$ cat src/rtl/extbus_pkg.sv
package extbus_pkg;

  localparam int STRETCH_W = 3;

  typedef enum logic [2:0] {
    PH_IDLE,
    PH_ADDR,
    PH_SETUP,
    PH_STROBE,
    PH_HOLD,
    PH_DONE
  } phaseT;

  typedef enum logic [1:0] {
    BAND_FAST,
    BAND_MID,
    BAND_SLOW
  } bandT;

  // Strobes from the sequencer control to the bus datapath
  typedef struct packed {
    logic ale;
    logic rdStb;
    logic wrStb;
    logic ce;
    logic driveAddr;
    logic driveData;
    logic keep;
    logic capture;
    logic load;
    logic done;
  } busCtlT;

  function automatic bandT bandOf(input logic [STRETCH_W-1:0] s);
    if (s == '0) return BAND_FAST;
    else if (s < STRETCH_W'(4)) return BAND_MID;
    else return BAND_SLOW;
  endfunction

endpackage

$ cat src/rtl/extbus_ctrl.sv
module extbus_ctrl
  import extbus_pkg::*;
#(
  parameter int ALE_TICKS   = 2,
  parameter int SETUP_FAST  = 1,
  parameter int SETUP_MID   = 2,
  parameter int SETUP_SLOW  = 10,
  parameter int STROBE_FAST = 4,
  parameter int STROBE_STEP = 8,
  parameter int HOLD_FAST   = 2,
  parameter int HOLD_MID    = 4,
  parameter int HOLD_SLOW   = 12,
  parameter int CEOFF_FAST  = 1,
  parameter int CEOFF_MID   = 3,
  parameter int CEOFF_SLOW  = 11
) (
  input  logic                 clk,
  input  logic                 rstN,
  input  logic                 req,
  input  logic                 reqWrite,
  input  logic [STRETCH_W-1:0] stretch,
  output busCtlT               ctl
);

  localparam int MAX_STROBE = STROBE_STEP * ((1 << STRETCH_W) - 1);
  localparam int MAX_LEN    = MAX_STROBE + HOLD_SLOW + SETUP_SLOW + ALE_TICKS;
  localparam int CNT_W      = $clog2(MAX_LEN + 1);

  phaseT                state, stateNext;
  logic [CNT_W-1:0]     cnt;
  logic [CNT_W-1:0]     phaseLen;
  logic [CNT_W-1:0]     setupLen, strobeLen, holdLen, ceOffLen;
  logic [STRETCH_W-1:0] stretchQ;
  logic                 writeQ;
  logic                 lastTick;
  bandT                 band;

  assign band = bandOf(stretchQ);

  always_comb begin
    unique case (band)
      BAND_FAST: begin
        setupLen  = CNT_W'(SETUP_FAST);
        strobeLen = CNT_W'(STROBE_FAST);
        holdLen   = CNT_W'(HOLD_FAST);
        ceOffLen  = CNT_W'(CEOFF_FAST);
      end
      BAND_MID: begin
        setupLen  = CNT_W'(SETUP_MID);
        strobeLen = CNT_W'(STROBE_STEP * int'(stretchQ));
        holdLen   = CNT_W'(HOLD_MID);
        ceOffLen  = CNT_W'(CEOFF_MID);
      end
      default: begin
        setupLen  = CNT_W'(SETUP_SLOW);
        strobeLen = CNT_W'(STROBE_STEP * int'(stretchQ));
        holdLen   = CNT_W'(HOLD_SLOW);
        ceOffLen  = CNT_W'(CEOFF_SLOW);
      end
    endcase
  end

  always_comb begin
    unique case (state)
      PH_ADDR:   phaseLen = CNT_W'(ALE_TICKS);
      PH_SETUP:  phaseLen = setupLen;
      PH_STROBE: phaseLen = strobeLen;
      PH_HOLD:   phaseLen = holdLen;
      default:   phaseLen = CNT_W'(1);
    endcase
  end

  assign lastTick = (cnt == phaseLen - CNT_W'(1));

  always_comb begin
    stateNext = state;
    unique case (state)
      PH_IDLE:   if (req) stateNext = PH_ADDR;
      PH_ADDR:   if (lastTick) stateNext = PH_SETUP;
      PH_SETUP:  if (lastTick) stateNext = PH_STROBE;
      PH_STROBE: if (lastTick) stateNext = PH_HOLD;
      PH_HOLD:   if (lastTick) stateNext = PH_DONE;
      default:   stateNext = PH_IDLE;
    endcase
  end

  always_ff @(posedge clk or negedge rstN) begin
    if (!rstN) begin
      state    <= PH_IDLE;
      cnt      <= '0;
      stretchQ <= '0;
      writeQ   <= 1'b0;
    end else begin
      state <= stateNext;
      if (stateNext != state) cnt <= '0;
      else if (state != PH_IDLE) cnt <= cnt + CNT_W'(1);
      if (state == PH_IDLE && req) begin
        stretchQ <= stretch;
        writeQ   <= reqWrite;
      end
    end
  end

  always_comb begin
    ctl           = '0;
    ctl.ale       = (state == PH_ADDR);
    ctl.rdStb     = (state == PH_STROBE) && !writeQ;
    ctl.wrStb     = (state == PH_STROBE) && writeQ;
    ctl.ce        = (state == PH_ADDR) || (state == PH_SETUP) || (state == PH_STROBE)
                    || ((state == PH_HOLD) && (cnt < ceOffLen));
    ctl.driveAddr = (state == PH_ADDR);
    ctl.driveData = writeQ && ((state == PH_SETUP) || (state == PH_STROBE) || (state == PH_HOLD));
    ctl.keep      = !writeQ && (state == PH_SETUP);
    ctl.capture   = (state == PH_STROBE) && !writeQ && lastTick;
    ctl.load      = (state == PH_IDLE) && req;
    ctl.done      = (state == PH_DONE);
  end


  stretch_hold_chk: assert property (@(posedge clk) disable iff (!rstN)
    (state != PH_IDLE && $past(state) != PH_IDLE) |-> $stable(stretchQ) && $stable(writeQ));


  strobe_min_width_chk: assert property (@(posedge clk) disable iff (!rstN)
    $rose(ctl.rdStb || ctl.wrStb) |=> (ctl.rdStb || ctl.wrStb));


  no_load_when_busy_chk: assert property (@(posedge clk) disable iff (!rstN)
    ctl.load |-> (state == PH_IDLE));

endmodule

$ cat src/rtl/extbus_datapath.sv
module extbus_datapath
  import extbus_pkg::*;
#(
  parameter int ADDR_W = 16,
  parameter int DATA_W = 8
) (
  input  logic              clk,
  input  logic              rstN,
  input  busCtlT            ctl,
  input  logic [ADDR_W-1:0] reqAddr,
  input  logic [DATA_W-1:0] reqWdata,
  input  logic [DATA_W-1:0] adIn,
  output logic [DATA_W-1:0] rdData,
  output logic              done,
  output logic              ale,
  output logic              rdN,
  output logic              wrN,
  output logic              ceN,
  output logic [ADDR_W-DATA_W-1:0] addrHi,
  output logic [DATA_W-1:0] adOut,
  output logic              adOe,
  output logic              adKeep
);

  logic [ADDR_W-1:0] addrQ;
  logic [DATA_W-1:0] wdataQ;
  logic [DATA_W-1:0] rdQ;

  always_ff @(posedge clk or negedge rstN) begin
    if (!rstN) begin
      addrQ  <= '0;
      wdataQ <= '0;
      rdQ    <= '0;
    end else begin
      if (ctl.load) begin
        addrQ  <= reqAddr;
        wdataQ <= reqWdata;
      end
      if (ctl.capture) rdQ <= adIn;
    end
  end

  always_comb begin
    if (ctl.driveAddr)      adOut = addrQ[DATA_W-1:0];
    else if (ctl.driveData) adOut = wdataQ;
    else                    adOut = '0;
  end

  assign adOe   = ctl.driveAddr || ctl.driveData;
  assign adKeep = ctl.keep;
  assign addrHi = addrQ[ADDR_W-1:DATA_W];
  assign rdData = rdQ;
  assign done   = ctl.done;
  assign ale    = ctl.ale;
  assign rdN    = !ctl.rdStb;
  assign wrN    = !ctl.wrStb;
  assign ceN    = !ctl.ce;


  strobes_exclusive_chk: assert property (@(posedge clk) disable iff (!rstN)
    !(!rdN && !wrN));


  ale_no_strobe_chk: assert property (@(posedge clk) disable iff (!rstN)
    ale |-> (rdN && wrN));


  strobe_needs_ce_chk: assert property (@(posedge clk) disable iff (!rstN)
    (!rdN || !wrN) |-> !ceN);


  read_float_chk: assert property (@(posedge clk) disable iff (!rstN)
    !rdN |-> (!adOe && !adKeep));


  write_drive_chk: assert property (@(posedge clk) disable iff (!rstN)
    !wrN |-> adOe);


  done_single_chk: assert property (@(posedge clk) disable iff (!rstN)
    done |=> !done);


  rd_hold_chk: assert property (@(posedge clk) disable iff (!rstN)
    (rdN && $past(rdN)) |-> $stable(rdData));

endmodule

$ cat src/rtl/extbus_seq.sv
module extbus_seq
  import extbus_pkg::*;
(
  input  logic        clk,
  input  logic        rstN,
  input  logic        req,
  input  logic        reqWrite,
  input  logic [15:0] reqAddr,
  input  logic [7:0]  reqWdata,
  input  logic [2:0]  stretch,
  output logic        done,
  output logic [7:0]  rdData,
  output logic        ale,
  output logic        rdN,
  output logic        wrN,
  output logic        ceN,
  output logic [7:0]  addrHi,
  output logic [7:0]  adOut,
  output logic        adOe,
  output logic        adKeep,
  input  logic [7:0]  adIn
);

  busCtlT ctl;

  extbus_ctrl ctrl_i (
    .clk      (clk),
    .rstN     (rstN),
    .req      (req),
    .reqWrite (reqWrite),
    .stretch  (stretch),
    .ctl      (ctl)
  );

  extbus_datapath #(.ADDR_W(16), .DATA_W(8)) dp_i (
    .clk      (clk),
    .rstN     (rstN),
    .ctl      (ctl),
    .reqAddr  (reqAddr),
    .reqWdata (reqWdata),
    .adIn     (adIn),
    .rdData   (rdData),
    .done     (done),
    .ale      (ale),
    .rdN      (rdN),
    .wrN      (wrN),
    .ceN      (ceN),
    .addrHi   (addrHi),
    .adOut    (adOut),
    .adOe     (adOe),
    .adKeep   (adKeep)
  );

endmodule

$ cat config.mk
export PLATFORM = sky130hd
export DESIGN_NAME = extbus_seq
export DESIGN_NICKNAME = d
export VERILOG_FILES = /design/src/rtl/extbus_pkg.sv /design/src/rtl/extbus_ctrl.sv /design/src/rtl/extbus_datapath.sv /design/src/rtl/extbus_seq.sv
export SDC_FILE = /design/constraint.sdc
export NUM_CORES = 1
export LEC_CHECK = 0
export CELL_PAD_IN_SITES_DETAIL_PLACEMENT = 1
export CELL_PAD_IN_SITES_GLOBAL_PLACEMENT = 2
export CORE_ASPECT_RATIO = 1.25
export CORE_UTILIZATION = 33
export CTS_BUF_LIST = sky130_fd_sc_hd__clkbuf_4
export DETAILED_ROUTE_END_ITERATION = 10
export PLACE_DENSITY = 0.95
export SLEW_MARGIN = 0
export SYNTH_ARGS = -nofsm -noshare
export SYNTH_HDL_FRONTEND = slang
export SYNTH_SLANG_ARGS = --single-unit
$ cat constraint.sdc
create_clock -name clk -period 4.9 [get_ports clk]
set_input_delay 0.49 -clock clk [delete_from_list [all_inputs] [get_ports clk]]
set_output_delay 0.49 -clock clk [all_outputs]
set_load 0.05 [all_outputs]
After elaboration in Yosys (flattened, before gate mapping)
Index checks and enable logic that the tools add are counted.
{"block": "word_totals", "out_inout_bits": 31, "regBits": 46, "in_bits": 39, "word_cells": 58}
{"block": "op_classes", "muxes": 17, "order_cmp": 2, "reduce_logical": 22, "eq_ne": 8, "add_sub_neg": 2}
{"op": "one-hot mux 4 bit (2 select lines)", "n": 3}
{"op": "one-hot mux 6 bit (4 select lines)", "n": 1}
{"op": "two-way mux 8 bit", "n": 2}
{"op": "two-way mux 3 bit", "n": 5}
{"op": "one-hot mux 3 bit (5 select lines)", "n": 1}
{"op": "two-way mux 7 bit", "n": 2}
{"op": "adder 7 x 1 -> 7 bit (second input constant)", "n": 1}
{"op": "equality test 7 bit", "n": 1}
{"op": "logical AND 1 bit", "n": 7}
{"op": "less-than comparator 7 x 4 -> 1 bit", "n": 1}
{"op": "subtractor 6 x 1 -> 7 bit (second input constant)", "n": 1}
{"op": "equality test 3 x 2 -> 1 bit (second input constant)", "n": 2}
{"op": "equality test 3 bit (second input constant)", "n": 2}
{"op": "logical NOT 3 bit", "n": 2}
{"op": "logical OR 1 bit", "n": 6}
{"op": "two-way mux 6 bit", "n": 1}
{"op": "logical NOT 1 bit", "n": 4}
{"op": "two-way mux 2 bit", "n": 2}
{"op": "equality test 3 x 1 -> 1 bit (second input constant)", "n": 1}
{"op": "less-than comparator 3 bit (second input constant)", "n": 1}
{"op": "inequality test 3 bit", "n": 1}
{"op": "nonzero test 3 bit", "n": 1}
{"op": "equality test 2 x 1 -> 1 bit (second input constant)", "n": 1}
{"op": "logical NOT 2 bit", "n": 1}
{"op": "nonzero test 2 bit", "n": 1}

Depth between registers and ports, before layout
{"block": "depth", "word_depth": 12, "depth_mapped": 11, "ltp_nobuf": 10}

Hierarchy
Synthesis repeated with hierarchy kept, for this count alone.
{"block": "hier_totals", "cells_unflattened": 229, "hier_area_um2": 2621.3}
{"module": "extbus_datapath", "seq_area_each_um2": 800.8, "area_per_inst_um2": 1481.4, "instances": 1, "cells_each": 97}
{"module": "extbus_ctrl", "seq_area_each_um2": 350.3, "area_per_inst_um2": 1139.8, "instances": 1, "cells_each": 132}

Worst setup path before layout
Ideal clock, no wire load.
{"block": "synth_timing", "path_type": "register to register", "from": "register ctrl_i.state[1]", "to": "register dp_i.rdQ[0] (netlist: dp_i.rdData[0])", "path_stages_with_launch": 10, "n_path_buf": 1, "setup_time_ns": 0.125, "path_slack_ns": 2.047, "period_less_slack_ns": 2.853, "t_required_ns": 4.775, "arrival_time_ns": 2.728, "path_cell_list": "dfrtp_1 -> buf_2 -> or3b_2 -> o21ai_1 -> ha_1 -> o21ai_1 -> nor4_1 -> nor3_4 -> nor3_4 -> mux2_2"}
{"block": "synth_via", "elab_chain_len": 5, "word_cells_on_any_way": 9, "cone_classes": "1 x add/sub; 5 x eq/ne; 1 x mux; 2 x reduce/logical"}
{"item": "from (decl)", "line": "extbus_ctrl.sv:29", "text": "phaseT state, stateNext;"}
{"item": "from (signal assigned)", "line": "extbus_ctrl.sv:94", "text": "state <= stateNext;"}
{"item": "equality test 3 bit (tied with other cells)", "line": "extbus_ctrl.sv:64", "text": "unique case (state)"}
{"item": "one-hot mux 6 bit (4 select lines)", "line": "extbus_ctrl.sv:64"}
{"item": "subtractor 6 x 1 -> 7 bit", "line": "extbus_ctrl.sv:73", "text": "assign lastTick = (cnt == phaseLen - CNT_W'(1));"}
{"item": "equality test 7 bit", "line": "extbus_ctrl.sv:73"}
{"item": "logical AND 1 bit *", "line": "extbus_ctrl.sv:114", "text": "ctl.capture = (state == PH_STROBE) && !writeQ && lastTick;"}
{"item": "to (signal assigned)", "line": "extbus_datapath.sv:39", "text": "if (ctl.capture) rdQ <= adIn;"}
{"item": "to (decl)", "line": "extbus_datapath.sv:27", "text": "logic [DATA_W-1:0] rdQ;"}
Every way passes the cells marked *; elsewhere a longest branch is shown, timed or not.
A chain may end at the register's enable or synchronous reset.

Worst setup path after layout
{"block": "layout_timing", "from": "register ctrl_i.state[0]", "to": "output adOut[4]"}
{"block": "layout_via", "elab_chain_len": 6, "word_cells_on_any_way": 9, "cone_classes": "4 x eq/ne; 2 x mux; 3 x reduce/logical"}
{"item": "equality test 3 x 2 -> 1 bit", "line": "extbus_ctrl.sv:112", "text": "ctl.driveData = writeQ && ((state == PH_SETUP) || (state == PH_STROBE) || (state == PH_HOLD));"}
{"item": "logical OR 1 bit (2 in a row)", "line": "extbus_ctrl.sv:112"}
{"item": "logical AND 1 bit", "line": "extbus_ctrl.sv:112"}
{"item": "two-way mux 8 bit", "line": "extbus_datapath.sv:45", "text": "else if (ctl.driveData) adOut = wdataQ;"}
{"item": "two-way mux 8 bit *", "line": "extbus_datapath.sv:44", "text": "if (ctl.driveAddr) adOut = addrQ[DATA_W-1:0];"}
{"item": "to (decl)", "line": "extbus_seq.sv:18", "text": "output logic [7:0] adOut,"}
Marks and branches as above.

==> summary.md <==
| Metric | Value |
|---|---|
| Crit-path cells | inv_1 > nor2_1 > o31ai_1 > a21oi_1 > clkdlybuf4s50_1 |
| Crit path DAT | between 3000 and 4000 ps |
| Endpoints failing setup | 0 |
| FP Rows | 35 |
| Seq/Total Area, Yosys | 0.447 |
| FFs w/ async S/R, synth | 1.00 |
| H-tree Lvls | 2 |
| EDFF count, synth | 0 |
| Resized Gates After CTS | 0 |
| Final Max Tran Viols | 0 |
| DP Worst Slack | about 1600 ps |
| Area of the core | between 0.007 and 0.008 mm² |
| Largest net degree at the start of global routing | 47 |
| Status | complete, no violations |
| Distinct cell type count after synthesis | between 50 and 60 |
| Die ar. | ~0.008 mm² |
| Slew HR | 0.290 |
| Setup TNS | 0 ps |
| First-pass GRT wire length | between 10000 and 15000 µm |
| CTS Sinks | 46 |
| Number of max-cap violations | 0 |
| Worst path top cell family by delay | buffers and inverters |
| Register area | 0.00115 mm² |
| Crit path buffers/inverters | 2 |
| GRT overflow | 0 |
| Cts-stage hold buffer count | 0 |
| CP Capture Type | output port |
| Initial core utilization | 0.346 |
| Mapped cell area | around 0.0026 mm² |
| Hold WS | ~210 ps |
| DPL Wire Length | 5050 µm |
| Root buffer cell | clkbuf_4 |
| CTS tree | done |
| Syn_area_per_cell | about 11 µm² |
| Number of fill cells in the layout | between 800 and 900 |
| Most used DFF post-synth | dfrtp_1 |
| Setup Skew | around 17 ps |
| #FFs+latches synth | between 40 and 50 |
| Fmax | 0.277 GHz |
| Routed wire length | between 6000 and 7000 µm |
| Clk slew on worst S/H paths | 120 ps |
| Total CTS buffers | 5 |
| CP max-delay cell | o31ai_1 |
| Iter 0 DRT Violations | roughly 110 |
| Final period util | 0.737 |
| RSZ-0062 raised after global routing | no |
| Req. time, crit path | 4410 ps |
| HP Class | input pin to asynchronous set/reset pin |
| DR vias/cell | ~5.3 |
| Num ports | 70 |
| WS Path Type | register to output port |
| Deepest clock path buffer count | 2 |
| Syn Inst Count | around 240 |
| Util after Layout | 0.447 |
| Antenna violations before repair | 0 |
| Ys Warns | 0 |
| Final worst slack | 1290 ps |
| Syn Nets | 287 |
| Startpoint types | register |
| Area grow syn2layout | 29.3% |
| Layout cells sized above 1 | 0.182 |
| Clk Latency, worst-skew pair | about 360 ps |
| Actual slew at the worst max-slew pin | about 1100 ps |
| ANT nets after route | 0 |
| Die width | around 80 µm |
| All-Layer GR Usage | 0.177 |
| Crit-path max cell delay | between 900 and 1000 ps |
| Drt wl/cell | around 16 µm |
| Multi-input gate area | between 0.001 and 0.0015 mm² |
| Most common cell after layout, fill and taps aside | clkdlybuf4s50_1 |
| Via Count | 2094 |
| Layout Nets | ~350 |
| Number of global-route vias before repair | around 2200 |
| Commonest cells after routing, fill and taps aside | 68 x clkdlybuf4s50_1, 46 x dfrtp_1, 34 x mux2_2 |
| Die Y | 101 µm |
| I/O Buffers | 69 |
| Hold Violations, Final | 0 |
| Detailed Routing Iterations Pass 1 | 4 |
| GP Congestion | 0.841 |
| CP max FO | 16 |
| Crit path time final | around 3600 ps |
| Postcts setup bufs | 0 |
| N_diodes | 0 |
| Drt drc | 0 |
[kinds of logic (layout without fill, tap and decap cells)]
kind of cell / count (synthesis) / count (layout) / share of synthesized area
buffers and inverters: 27 / 85 / 0.0549
XOR/XNOR: 13 / 13 / 0.0442
AO/OA/AOI/OAI: 44 / 44 / 0.117
AND/OR/NAND/NOR: 73 / 73 / 0.156
flip-flops: 46 / 46 / 0.447
multiplexers: 37 / 37 / 0.161
adder cells (fa/ha/maj): 4 / 4 / 0.0194
[per-stage QoR]
stage / std cells / instance area [µm²]
4_1_cts: 394 / 3330
3_3_place_gp: 387 / 3280
3_5_place_dp: 387 / 3280
2_1_floorplan: 244 / 2570
6_report: 394 / 3330
5_1_grt: 394 / 3330
[cell type report]
type | count | share of cell area
Clock inverter | 1 | 0.00225
Clock buffer | 6 | 0.0135
Tap cell | 92 | 0.0346
Sequential cell | 46 | 0.346
Timing Repair Buffer | 71 | 0.210
Multi-Input combinational cell | 171 | 0.386
Inverter | 7 | 0.00789
[cell usage after synthesis (all sizes together), types with 2 or more instances]
| master | count | area (µm²) |
|---|---|---|
| dfrtp | 46 | 1150 |
| mux2 | 35 | 394 |
| nand2 | 25 | 93.8 |
| buf | 17 | 104 |
| nor2 | 14 | 52.6 |
| o21ai | 11 | 55.1 |
| a21oi | 10 | 50.1 |
| nor3 | 10 | 83.8 |
| xnor2 | 7 | 61.3 |
| inv | 6 | 22.5 |
| xor2 | 6 | 52.6 |
| ha | 4 | 50.1 |
| nor4 | 4 | 25.0 |
| a211oi | 3 | 27.5 |
| clkbuf | 3 | 11.3 |
| nand3 | 3 | 15.0 |
| nand4 | 3 | 18.8 |
| o211ai | 3 | 22.5 |
| a31oi | 2 | 12.5 |
| mux2i | 2 | 20.0 |
| nand2b | 2 | 12.5 |
| o31ai | 2 | 15.0 |
| or3 | 2 | 12.5 |
[metal layers]
metal  GRT usage  up-vias  wire length, µm
met5           0        -                0
met4      0.0632        0              150
met2       0.316       43             3490
li1            -      986                -
met3      0.0398       10              261
met1       0.202     1055             2550
[final timing paths]
| path | startpoint | end | slack (ps) | cells past startpoint |
|---|---|---|---|---|
| max | ctrl_i.state[0] | adOut[4] | 1290 | 5 |
| min | rstN | ctrl_i.cnt[4] | 210 | 2 |
| max reg2reg | ctrl_i.state[2] | dp_i.rdData[0] | 1630 | 8 |
| min reg2reg | dp_i.wdataQ[5] | dp_i.wdataQ[5] | 520 | 1 |
| max in group asynchronous | rstN | dp_i.wdataQ[5] | 4280 | 2 |
| min in group clk | dp_i.wdataQ[5] | dp_i.wdataQ[5] | 520 | 1 |
[sequential cells by signal, indices dropped and copies added (netlist names)]
name             cells
ctrl_i.cnt           7
ctrl_i.stretchQ      3
dp_i.addrQ          16
dp_i.rdData          8
ctrl_i.writeQ        1
ctrl_i.state         3
dp_i.wdataQ          8
Power is not shown: default switching activity piles up to over one toggle a cycle in this logic, so the estimate is an artifact.
